### config.mk
export PLATFORM = sky130hd
export DESIGN_NAME = lin_id_filter_bank
export DESIGN_NICKNAME = d
export VERILOG_FILES = /design/src/rtl/lin_filt_pkg.sv /design/src/rtl/lin_filt_regs.sv /design/src/rtl/lin_filt_pair.sv /design/src/rtl/lin_filt_pick.sv /design/src/rtl/lin_id_filter_bank.sv
export SDC_FILE = /design/constraint.sdc
export NUM_CORES = 1
export LEC_CHECK = 0
export BUFFER_PORTS_ARGS = -buffer_cell sky130_fd_sc_hd__buf_2
export CAP_MARGIN = 20
export CORE_ASPECT_RATIO = 2
export CORE_UTILIZATION = 60
export CTS_CLUSTER_DIAMETER = 200
export DETAILED_ROUTE_END_ITERATION = 12
export PLACE_DENSITY = 0.89
export SETUP_SLACK_MARGIN = 0.05
export SLEW_MARGIN = 30
export SYNTH_ARGS = -nofsm -noshare
export SYNTH_HDL_FRONTEND = slang
export SYNTH_SLANG_ARGS = --single-unit
export TNS_END_PERCENT = 1
### constraint.sdc
create_clock -name clk -period 2.45 [get_ports clk]
set_input_delay 0.1225 -clock clk [delete_from_list [all_inputs] [get_ports clk]]
set_output_delay 0.1225 -clock clk [all_outputs]
set_load 0.01 [all_outputs]
### src/rtl/lin_filt_pkg.sv
package lin_filt_pkg;
  localparam int unsigned LIN_ID_W  = 6;
  localparam int unsigned LIN_PID_W = 8;
  localparam int unsigned LIN_LEN_W = 4;

  typedef struct packed {
    logic                 en;
    logic                 dir;
    logic [LIN_LEN_W-1:0] len;
    logic [LIN_ID_W-1:0]  id;
  } filt_entry_t;

  localparam int unsigned ENTRY_W = $bits(filt_entry_t);
endpackage

### src/rtl/lin_filt_regs.sv
module lin_filt_regs
  import lin_filt_pkg::*;
#(
  parameter int unsigned NUM_FILT = 16,
  localparam int unsigned IDX_W   = $clog2(NUM_FILT),
  localparam int unsigned NPAIR   = NUM_FILT / 2
) (
  input  logic                      clk,
  input  logic                      rst_n,
  input  logic                      cfg_we,
  input  logic [IDX_W-1:0]          cfg_addr,
  input  logic [ENTRY_W-1:0]        cfg_wdata,
  input  logic                      mode_we,
  input  logic [NPAIR-1:0]          mode_wdata,
  output filt_entry_t [NUM_FILT-1:0] entries,
  output logic [NPAIR-1:0]          mask_mode
);
  filt_entry_t [NUM_FILT-1:0] entries_q;
  logic [NPAIR-1:0]           mode_q;

  always_ff @(posedge clk or negedge rst_n) begin
    if (!rst_n) begin
      entries_q <= '0;
    end else if (cfg_we) begin
      for (int i = 0; i < NUM_FILT; i++) begin
        if (cfg_addr == i[IDX_W-1:0]) entries_q[i] <= filt_entry_t'(cfg_wdata);
      end
    end
  end

  always_ff @(posedge clk or negedge rst_n) begin
    if (!rst_n)       mode_q <= '0;
    else if (mode_we) mode_q <= mode_wdata;
  end

  assign entries   = entries_q;
  assign mask_mode = mode_q;

  // Mode only moves on a mode write.
  p_mode_hold_r10: assert property (@(posedge clk) disable iff (!rst_n)
    !mode_we |=> $stable(mode_q));

  // Entries only move on an entry write.
  p_entry_hold_r9: assert property (@(posedge clk) disable iff (!rst_n)
    !cfg_we |=> $stable(entries_q));
endmodule

### src/rtl/lin_filt_pair.sv
module lin_filt_pair
  import lin_filt_pkg::*;
(
  input  logic                clk,
  input  logic                rst_n,
  input  logic [LIN_ID_W-1:0] rx_id,
  input  logic                mask_mode,
  input  logic                even_en,
  input  logic [LIN_ID_W-1:0] even_id,
  input  logic                odd_en,
  input  logic [LIN_ID_W-1:0] odd_id,
  output logic [1:0]          hit
);
  logic [LIN_ID_W-1:0] care;
  logic [LIN_ID_W-1:0] diff;

  // In mask mode the odd identifier field becomes the care mask.
  assign care = mask_mode ? odd_id : {LIN_ID_W{1'b1}};
  assign diff = (rx_id ^ even_id) & care;

  assign hit[0] = even_en && (diff == '0);
  assign hit[1] = !mask_mode && odd_en && (rx_id == odd_id);

  // A full care mask behaves like an exact compare on the even entry.
  p_full_mask_exact_r4: assert property (@(posedge clk) disable iff (!rst_n)
    (mask_mode && (odd_id == {LIN_ID_W{1'b1}})) |-> (hit[0] == (even_en && (rx_id == even_id))));

  // The odd slot is silent while the pair is a mask entry.
  p_odd_silent_r4: assert property (@(posedge clk) disable iff (!rst_n)
    mask_mode |-> !hit[1]);
endmodule

### src/rtl/lin_filt_pick.sv
module lin_filt_pick
  import lin_filt_pkg::*;
#(
  parameter int unsigned NUM_FILT = 16,
  localparam int unsigned IDX_W   = $clog2(NUM_FILT),
  localparam int unsigned NPAIR   = NUM_FILT / 2
) (
  input  logic                       clk,
  input  logic                       rst_n,
  input  logic [NUM_FILT-1:0]        hit_vec,
  input  filt_entry_t [NUM_FILT-1:0] entries,
  input  logic [NPAIR-1:0]           mask_mode,
  output logic                       any_hit,
  output logic [IDX_W-1:0]           win_idx,
  output logic                       win_dir,
  output logic [LIN_LEN_W-1:0]       win_len
);
  // Scan from the top so the lowest matching index is written last.
  always_comb begin
    any_hit = 1'b0;
    win_idx = '0;
    win_dir = 1'b0;
    win_len = '0;
    for (int i = NUM_FILT - 1; i >= 0; i--) begin
      if (hit_vec[i]) begin
        any_hit = 1'b1;
        win_idx = i[IDX_W-1:0];
        win_dir = entries[i].dir;
        win_len = entries[i].len;
      end
    end
  end

  p_winner_hit_r7: assert property (@(posedge clk) disable iff (!rst_n)
    any_hit |-> hit_vec[win_idx]);

  p_no_lower_hit_r7: assert property (@(posedge clk) disable iff (!rst_n)
    any_hit |-> ((hit_vec & ((NUM_FILT'(1) << win_idx) - NUM_FILT'(1))) == '0));

  p_mask_idx_even_r4: assert property (@(posedge clk) disable iff (!rst_n)
    (any_hit && mask_mode[win_idx >> 1]) |-> !win_idx[0]);
endmodule

### src/rtl/lin_id_filter_bank.sv
module lin_id_filter_bank
  import lin_filt_pkg::*;
#(
  parameter int unsigned NUM_FILT = 16,
  localparam int unsigned IDX_W   = $clog2(NUM_FILT),
  localparam int unsigned NPAIR   = NUM_FILT / 2
) (
  input  logic                 clk,
  input  logic                 rst_n,
  input  logic                 cfg_we,
  input  logic [IDX_W-1:0]     cfg_addr,
  input  logic [ENTRY_W-1:0]   cfg_wdata,
  input  logic                 mode_we,
  input  logic [NPAIR-1:0]     mode_wdata,
  input  logic                 id_valid,
  input  logic [LIN_PID_W-1:0] id_pid,
  output logic                 res_valid,
  output logic                 res_hit,
  output logic [IDX_W-1:0]     res_idx,
  output logic                 res_dir,
  output logic [LIN_LEN_W-1:0] res_len
);
  filt_entry_t [NUM_FILT-1:0] entries;
  logic [NPAIR-1:0]           mask_mode;
  logic [NUM_FILT-1:0]        hit_vec;
  logic [LIN_ID_W-1:0]        rx_id;
  logic                       any_hit;
  logic [IDX_W-1:0]           win_idx;
  logic                       win_dir;
  logic [LIN_LEN_W-1:0]       win_len;

  // Parity bits are dropped before the compare.
  assign rx_id = id_pid[LIN_ID_W-1:0];

  lin_filt_regs #(.NUM_FILT(NUM_FILT)) u_regs (
    .clk        (clk),
    .rst_n      (rst_n),
    .cfg_we     (cfg_we),
    .cfg_addr   (cfg_addr),
    .cfg_wdata  (cfg_wdata),
    .mode_we    (mode_we),
    .mode_wdata (mode_wdata),
    .entries    (entries),
    .mask_mode  (mask_mode)
  );

  for (genvar p = 0; p < NPAIR; p++) begin : g_pair
    lin_filt_pair u_pair (
      .clk       (clk),
      .rst_n     (rst_n),
      .rx_id     (rx_id),
      .mask_mode (mask_mode[p]),
      .even_en   (entries[2*p].en),
      .even_id   (entries[2*p].id),
      .odd_en    (entries[2*p+1].en),
      .odd_id    (entries[2*p+1].id),
      .hit       (hit_vec[2*p+1:2*p])
    );
  end

  lin_filt_pick #(.NUM_FILT(NUM_FILT)) u_pick (
    .clk       (clk),
    .rst_n     (rst_n),
    .hit_vec   (hit_vec),
    .entries   (entries),
    .mask_mode (mask_mode),
    .any_hit   (any_hit),
    .win_idx   (win_idx),
    .win_dir   (win_dir),
    .win_len   (win_len)
  );

  always_ff @(posedge clk or negedge rst_n) begin
    if (!rst_n) begin
      res_valid <= 1'b0;
      res_hit   <= 1'b0;
      res_idx   <= '0;
      res_dir   <= 1'b0;
      res_len   <= '0;
    end else begin
      res_valid <= id_valid;
      res_hit   <= id_valid && any_hit;
      res_idx   <= (id_valid && any_hit) ? win_idx : '0;
      res_dir   <= id_valid && any_hit && win_dir;
      res_len   <= (id_valid && any_hit) ? win_len : '0;
    end
  end

  p_strobe_result_r2: assert property (@(posedge clk) disable iff (!rst_n)
    id_valid |=> res_valid);

  p_idle_quiet_r2: assert property (@(posedge clk) disable iff (!rst_n)
    !id_valid |=> !res_valid);

  p_hit_needs_valid_r6: assert property (@(posedge clk) disable iff (!rst_n)
    res_hit |-> res_valid);

  p_miss_zero_fields_r6: assert property (@(posedge clk) disable iff (!rst_n)
    (res_valid && !res_hit) |-> (res_idx == '0 && !res_dir && res_len == '0));
endmodule

After elaboration in Yosys (flattened, before gate mapping)
Cells that the tools add are included.
- equal/unequal tests: 23
- reduce and logical (&&, ||, !) cells: 59
- muxes and demuxes: 74
- bitwise gates (word level): 16
- operators by type and width (cell ; number):
    $mux 4 ; 34
    $and 6x6->6 ; 8
    $eq 6x6->1 ; 8
    $logic_not 6->1 ; 8
    $mux 6 ; 8
    $xor 6x6->6 ; 8
    $eq 4x4->1 const B ; 8
    $mux 1 ; 32
    $reduce_and 2->1 ; 16
    $logic_and 1x1->1 ; 26
    $eq 4x3->1 const B ; 4
    $eq 4x2->1 const B ; 2
    $logic_not 1->1 ; 8
    $eq 4x1->1 const B ; 1
    $logic_not 4->1 ; 1
- input bits: 37
- output and inout bits: 11
- logic and storage cells: 242
- register bits: 211

Depth between registers and ports, before layout
- depth after elaboration: 21
- depth in mapped cells: 11
- depth with buffers taken out: 8

Modules after synthesis
Synthesis repeated with hierarchy kept, for this count alone.
- cell total of the unflattened synthesis: 810
- area, all modules: 10358.7 um^2
- by module, submodules not included (module ; instances ; area each (um^2) ; sequential area each (um^2) ; cells each):
    lin_filt_regs ; 1 ; 7624.8 ; 5004.8 ; 453
    lin_filt_pair ; 8 ; 196.4 ; 0.0 ; 26
    lin_filt_pick ; 1 ; 823.3 ; 0.0 ; 128
    lin_id_filter_bank ; 1 ; 339.1 ; 275.3 ; 21

Worst setup path before layout
Ideal clock, no wire load.
- path kind: reg2reg
- start: register u_regs.mode_q[1] (netlist: u_regs.mask_mode[1])
- end: register res_dir
- clock period less this slack: 2166 ps
- cell stages (with the launch flop): 10
- path slack: 284 ps
- path buffers: 1
- library setup time: 145 ps
- required time: 2305 ps
- arrival: 2021 ps
- path through: dfrtp_1 nor2b_1 o22ai_1 or4_1 buf_2 and3_1 a211oi_1 o31a_1 or3_1 a41oi_1
- longest elaborated chain between the ends: 9
- elaborated cells on any way between the ends: 17
- those cells by class: mux: 9; bitwise: 1; reduce/logical: 7
- ends and longest elaborated chain (item ; line ; source):
    from (decl) ; lin_filt_regs.sv:19 ; logic [NPAIR-1:0] mode_q;
    from (signal assigned) ; lin_filt_regs.sv:33 ; else if (mode_we) mode_q <= mode_wdata;
    $mux 6 or $logic_not 1->1 (tied branches) ; lin_filt_pair.sv:18, lin_filt_pair.sv:22 ;
    $and 6x6->6 or $logic_and 1x1->1 (tied branches) ; lin_filt_pair.sv:19, lin_filt_pair.sv:22 ;
    $logic_not 6->1 or $logic_and 1x1->1 (tied branches) ; lin_filt_pair.sv:21, lin_filt_pair.sv:22 ;
    $logic_and 1x1->1 or $mux 1 (tied branches) ; lin_filt_pair.sv:21, lin_filt_pick.sv:25 ;
    $mux 1 (3 in a row) ; lin_filt_pick.sv:25 ; if (hit_vec[i]) begin
    $logic_and 1x1->1 ; lin_id_filter_bank.sv:84 ; res_dir <= id_valid && any_hit && win_dir;
    $logic_and 1x1->1 (*) ; lin_id_filter_bank.sv:84 ;
    to (signal assigned) ; lin_id_filter_bank.sv:84 ;
    to (decl) ; lin_id_filter_bank.sv:20 ; output logic res_dir,
Every way passes the cells marked *; elsewhere a longest branch is shown, timed or not.
A chain may end at the register's enable or synchronous reset.

Final worst setup path
- start: register u_regs.entries_q (netlist bit u_regs.entries[160])
- end: register res_len[0]
- longest elaborated chain between the ends: 19
- elaborated cells on any way between the ends: 36
- those cells by class: eq/ne: 1; mux: 30; bitwise: 1; reduce/logical: 4
- ends and longest elaborated chain (item ; line ; source):
    from (decl) ; lin_filt_regs.sv:18 ; filt_entry_t [NUM_FILT-1:0] entries_q;
    from (signal, indexed assignment) ; lin_filt_regs.sv:26 ; if (cfg_addr == i[IDX_W-1:0]) entries_q[i] <= filt_entry_t'(cfg_wdata);
    $mux 6 ; lin_filt_pair.sv:18 ; assign care = mask_mode ? odd_id : {LIN_ID_W{1'b1}};
    $and 6x6->6 ; lin_filt_pair.sv:19 ; assign diff = (rx_id ^ even_id) & care;
    $logic_not 6->1 ; lin_filt_pair.sv:21 ; assign hit[0] = even_en && (diff == '0);
    $logic_and 1x1->1 ; lin_filt_pair.sv:21 ;
    $mux 1 (13 in a row) ; lin_filt_pick.sv:25 ;
    $logic_and 1x1->1 ; lin_id_filter_bank.sv:85 ; res_len <= (id_valid && any_hit) ? win_len : '0;
    $mux 4 (*) ; lin_id_filter_bank.sv:85 ;
    to (signal assigned) ; lin_id_filter_bank.sv:85 ;
    to (decl) ; lin_id_filter_bank.sv:21 ; output logic [LIN_LEN_W-1:0] res_len
Marked as above.

==> results_dict.tcl <==
set metrics [dict create \
    crit_path_start "u_regs.entries[160]$_DFFE_PN0P_" \
    violations "setup timing" \
    drc_errors 0 \
    gp_congestion 0.958 \
    slew_headroom_pct 48.0 \
    synth_ff_type "dfrtp_1" \
    crit_path_end_kind "register" \
    grt_pass1_wl_mm 43.9 \
    cts-buffers-inserted 19 \
    syn_area_mm2 0.0106 \
    ir_drop_v 0.000656 \
    antenna_found_initial 0 \
    drive_above_1_share_pct 36.6 \
    dpl_cell_area_mm2 0.0113 \
    max_freq_mhz 392 \
    setup.worst_path.class "register to register" \
    clock-root-buffer "clkbuf_16" \
    hold_ws_ps 51.8 \
    slew_violations 0 \
    highest_layer "met4" \
    critical-path-top-delay-family "simple AND/OR/NAND/NOR gates" \
    dp.final_hpwl_mm 18.5 \
    crit_required_ps 2810 \
    syn_to_final_growth_pct 14.9 \
    met3_length_mm 1.59 \
    crit_path_max_incr_delay_ps 470 \
    diodes 0 \
    outcome "finished with violations" \
    synth-xor-area-share_pct 8.02 \
    place_ws_ps -74.9 \
    path_max_fanout 10 \
    port_buffers 45 \
    synth_top_area_cell "dfrtp_1" \
    synth.area.top_cells "dfrtp_1 50%, mux2_2 19%, xnor2_1 5.5%" \
    num_rows 68 \
    ctsHtreeMaxLevel 1 \
    cp_cell_sequence "xor2_1 > nor3_1 > nand2_2 > or3_1 > a31oi_1 > nor3_1 > buf_4 > o221ai_1 > a21oi_1" \
    fin_crit_sh_pct 104 \
    ys_warn_count 0 \
    synthCells 900 \
    coreArea_mm2 0.0173 \
    die_area_mm2 0.0182 \
    maxCapViolations 0 \
    p_leak_nw 5.29 \
    cts_buffer_depth 3 \
    yosysTopAreaCellShare_pct 49.9 \
    setup_slack_ps -103 \
    path_clk_slew_ps 80 \
    period_needed_ps 2550 \
    synth_top_family_by_area "multiplexers" \
    grt_start_max_net_pins 74 \
    synth_cell_types 61 \
    ys_seq_area_share_pct 49.9 \
    worst_pin_slew_ps 780 \
    initial_core_util_pct 61.3 \
    grt_overflow_total 0 \
    synth-seq-cells 211 \
    power_density_mw_per_mm2 848 \
    slowest_stage "nor3_1" \
    synth.avg_cell_area_um2 11.8 \
    dieHeight_um 190 \
    setup_viol 5 \
    reg2reg_from "u_regs.entries[160]$_DFFE_PN0P_" \
    dr_wl_met2_mm 14.7 \
    synthMuxAreaShare_pct 19.3 \
    worstHoldStart "cfg_wdata[7]" \
    crit_buf_inv 1 \
    via_per_inst 6.45 \
    vias 7808 \
    ant_nets 0 \
    dieWidth_um 95.9 \
    final_hold_viol_count 0 \
    synthSimpleGateAreaFrac_pct 11.2 \
    path_common_cell "nor3_1" \
    final_util_pct 70.4 \
    totalWireLength_mm 28.3 \
    final_area_mm2 0.0122 \
    firstDrtPassIters 5 \
    cts.sinks 211 \
    wire_per_inst_um 23.4 \
    synth_edf_count 0 \
    start_kind "register" \
    io-pin-count 48 \
    cts_tree "done" \
    grt_pass1_vias 8278 \
    grt_usage_pct 32.4 \
    wl_met1_mm 9.78 \
    skew_ps 14.0 \
    synthAdderAreaFrac_pct 0 \
    hp-class "input port to register" \
    rsz0062_at_grt "yes" \
    drtIter0Drc 448 \
    synth_compound_area_share_pct 7.39 \
    worstPathArrival_ps 2910 \
    async_reset_ff_share_pct 100 \
    synth_nets 937 \
    worstSkewPairLatency_ps 490 \
    fin_nets 1025 \
]
-- Yosys cell counts (all sizes together), types with 2 or more instances --
cell and instances:
a211oi 10, a21oi 15, a311oi 2, a31oi 4, a41oi 3, and3 3, buf 18, clkbuf 34
dfrtp 211, inv 28, mux2 178, mux2i 4, nand2 37, nand2b 11, nand3 10, nand3b 2
nand4 12, nor2 30, nor2b 43, nor3 15, nor3b 8, nor4 10, o211ai 4, o21ai 58
o21bai 2, o22ai 16, o311ai 2, o31a 2, o31ai 2, or2 2, or3 9, or4 8
xnor2 66, xor2 30
-- sequential cells by signal, indices dropped and copies added (netlist names) --
| signal | flops |
|---|---|
| res_hit | 1 |
| u_regs.mask_mode | 8 |
| res_idx | 4 |
| u_regs.entries | 192 |
| res_dir | 1 |
| res_valid | 1 |
| res_len | 4 |
-- cell families (layout without fill, tap and decap cells) --
kind of cell | Yosys count | after routing
multiplexers | 182 | 182
AND/OR/NAND/NOR | 203 | 203
flip-flops | 211 | 211
AO/OA/AOI/OAI | 128 | 128
buffers and inverters | 80 | 180
XOR/XNOR | 96 | 96
-- final cells by class --
| cell class | instances | area, um2 |
|---|---|---|
| clock inverter | 9 | 95.1 |
| fill | 1128 | 5120 |
| timing repair buffer | 119 | 890 |
| multi-input combinational | 609 | 4990 |
| sequential | 211 | 5290 |
| clock buffer | 24 | 524 |
| tap | 210 | 263 |
| inverter | 28 | 105 |
-- layer usage --
| metal | vias up | track usage (%) |
|---|---|---|
| met3 | 169 | 4.60 |
| li1 | 3336 | - |
| met2 | 400 | 56.2 |
| met4 | 0 | 21.6 |
| met5 | - | 0 |
| met1 | 3903 | 35.8 |
-- power breakdown --
part           switching [W]  internal (W)  leakage, nW  total [W]
clock network        0.00131       0.00173        0.314    0.00304
registers           0.000565       0.00426         2.58    0.00483
logic                0.00119       0.00125         2.39    0.00244
total                0.00306       0.00724         5.29     0.0103
-- through the flow --
step / instances / TNS [ps] / total power (W)
3_3_place_gp: 1165 / -184 / 0.00692
5_1_grt: 1210 / -488 / 0.0107
6_report: 1210 / -336 / 0.0103
3_5_place_dp: 1165 / -239 / 0.00708
4_1_cts: 1209 / 0 / 0.0102
2_1_floorplan: 900 / 0 / 0.00632
-- tightest hold or removal path, cell delays in order --
cell	delay, ps
buf_2	210
nand2_1	90
o21ai_0	70
-- placed cells by master (no fill, tap or decap), types with 28 or more instances in the layout --
cell type	n
xor2_1	29
dfrtp_1	205
buf_4	58
xnor2_1	65
mux2_2	177
buf_2	44
nor2_1	28
nor2b_1	40
o21ai_0	46
nand2_1	35
-- worst paths after layout --
check,endpoint,slack [ps],depth (start not counted)
setup / recovery,res_len[0]$_DFF_PN0_,-100,9
hold / removal,u_regs.entries[187]$_DFFE_PN0P_,50,3
setup reg to reg,res_len[0]$_DFF_PN0_,-100,9
hold reg to reg,u_regs.entries[32]$_DFFE_PN0P_,500,1
max in group asynchronous,u_regs.entries[40]$_DFFE_PN0P_,1410,3
min in group asynchronous,u_regs.entries[179]$_DFFE_PN0P_,220,2
-- repair_timing --
item	4_1_cts	5_1_grt
resized for setup	18	17
buffers inserted	1	1
hold buffers	10	0
setup endpoints to repair	6	8
pin swaps	6	6
endpoints found under the hold margin	81	0
(Power assumes the default switching activity.)
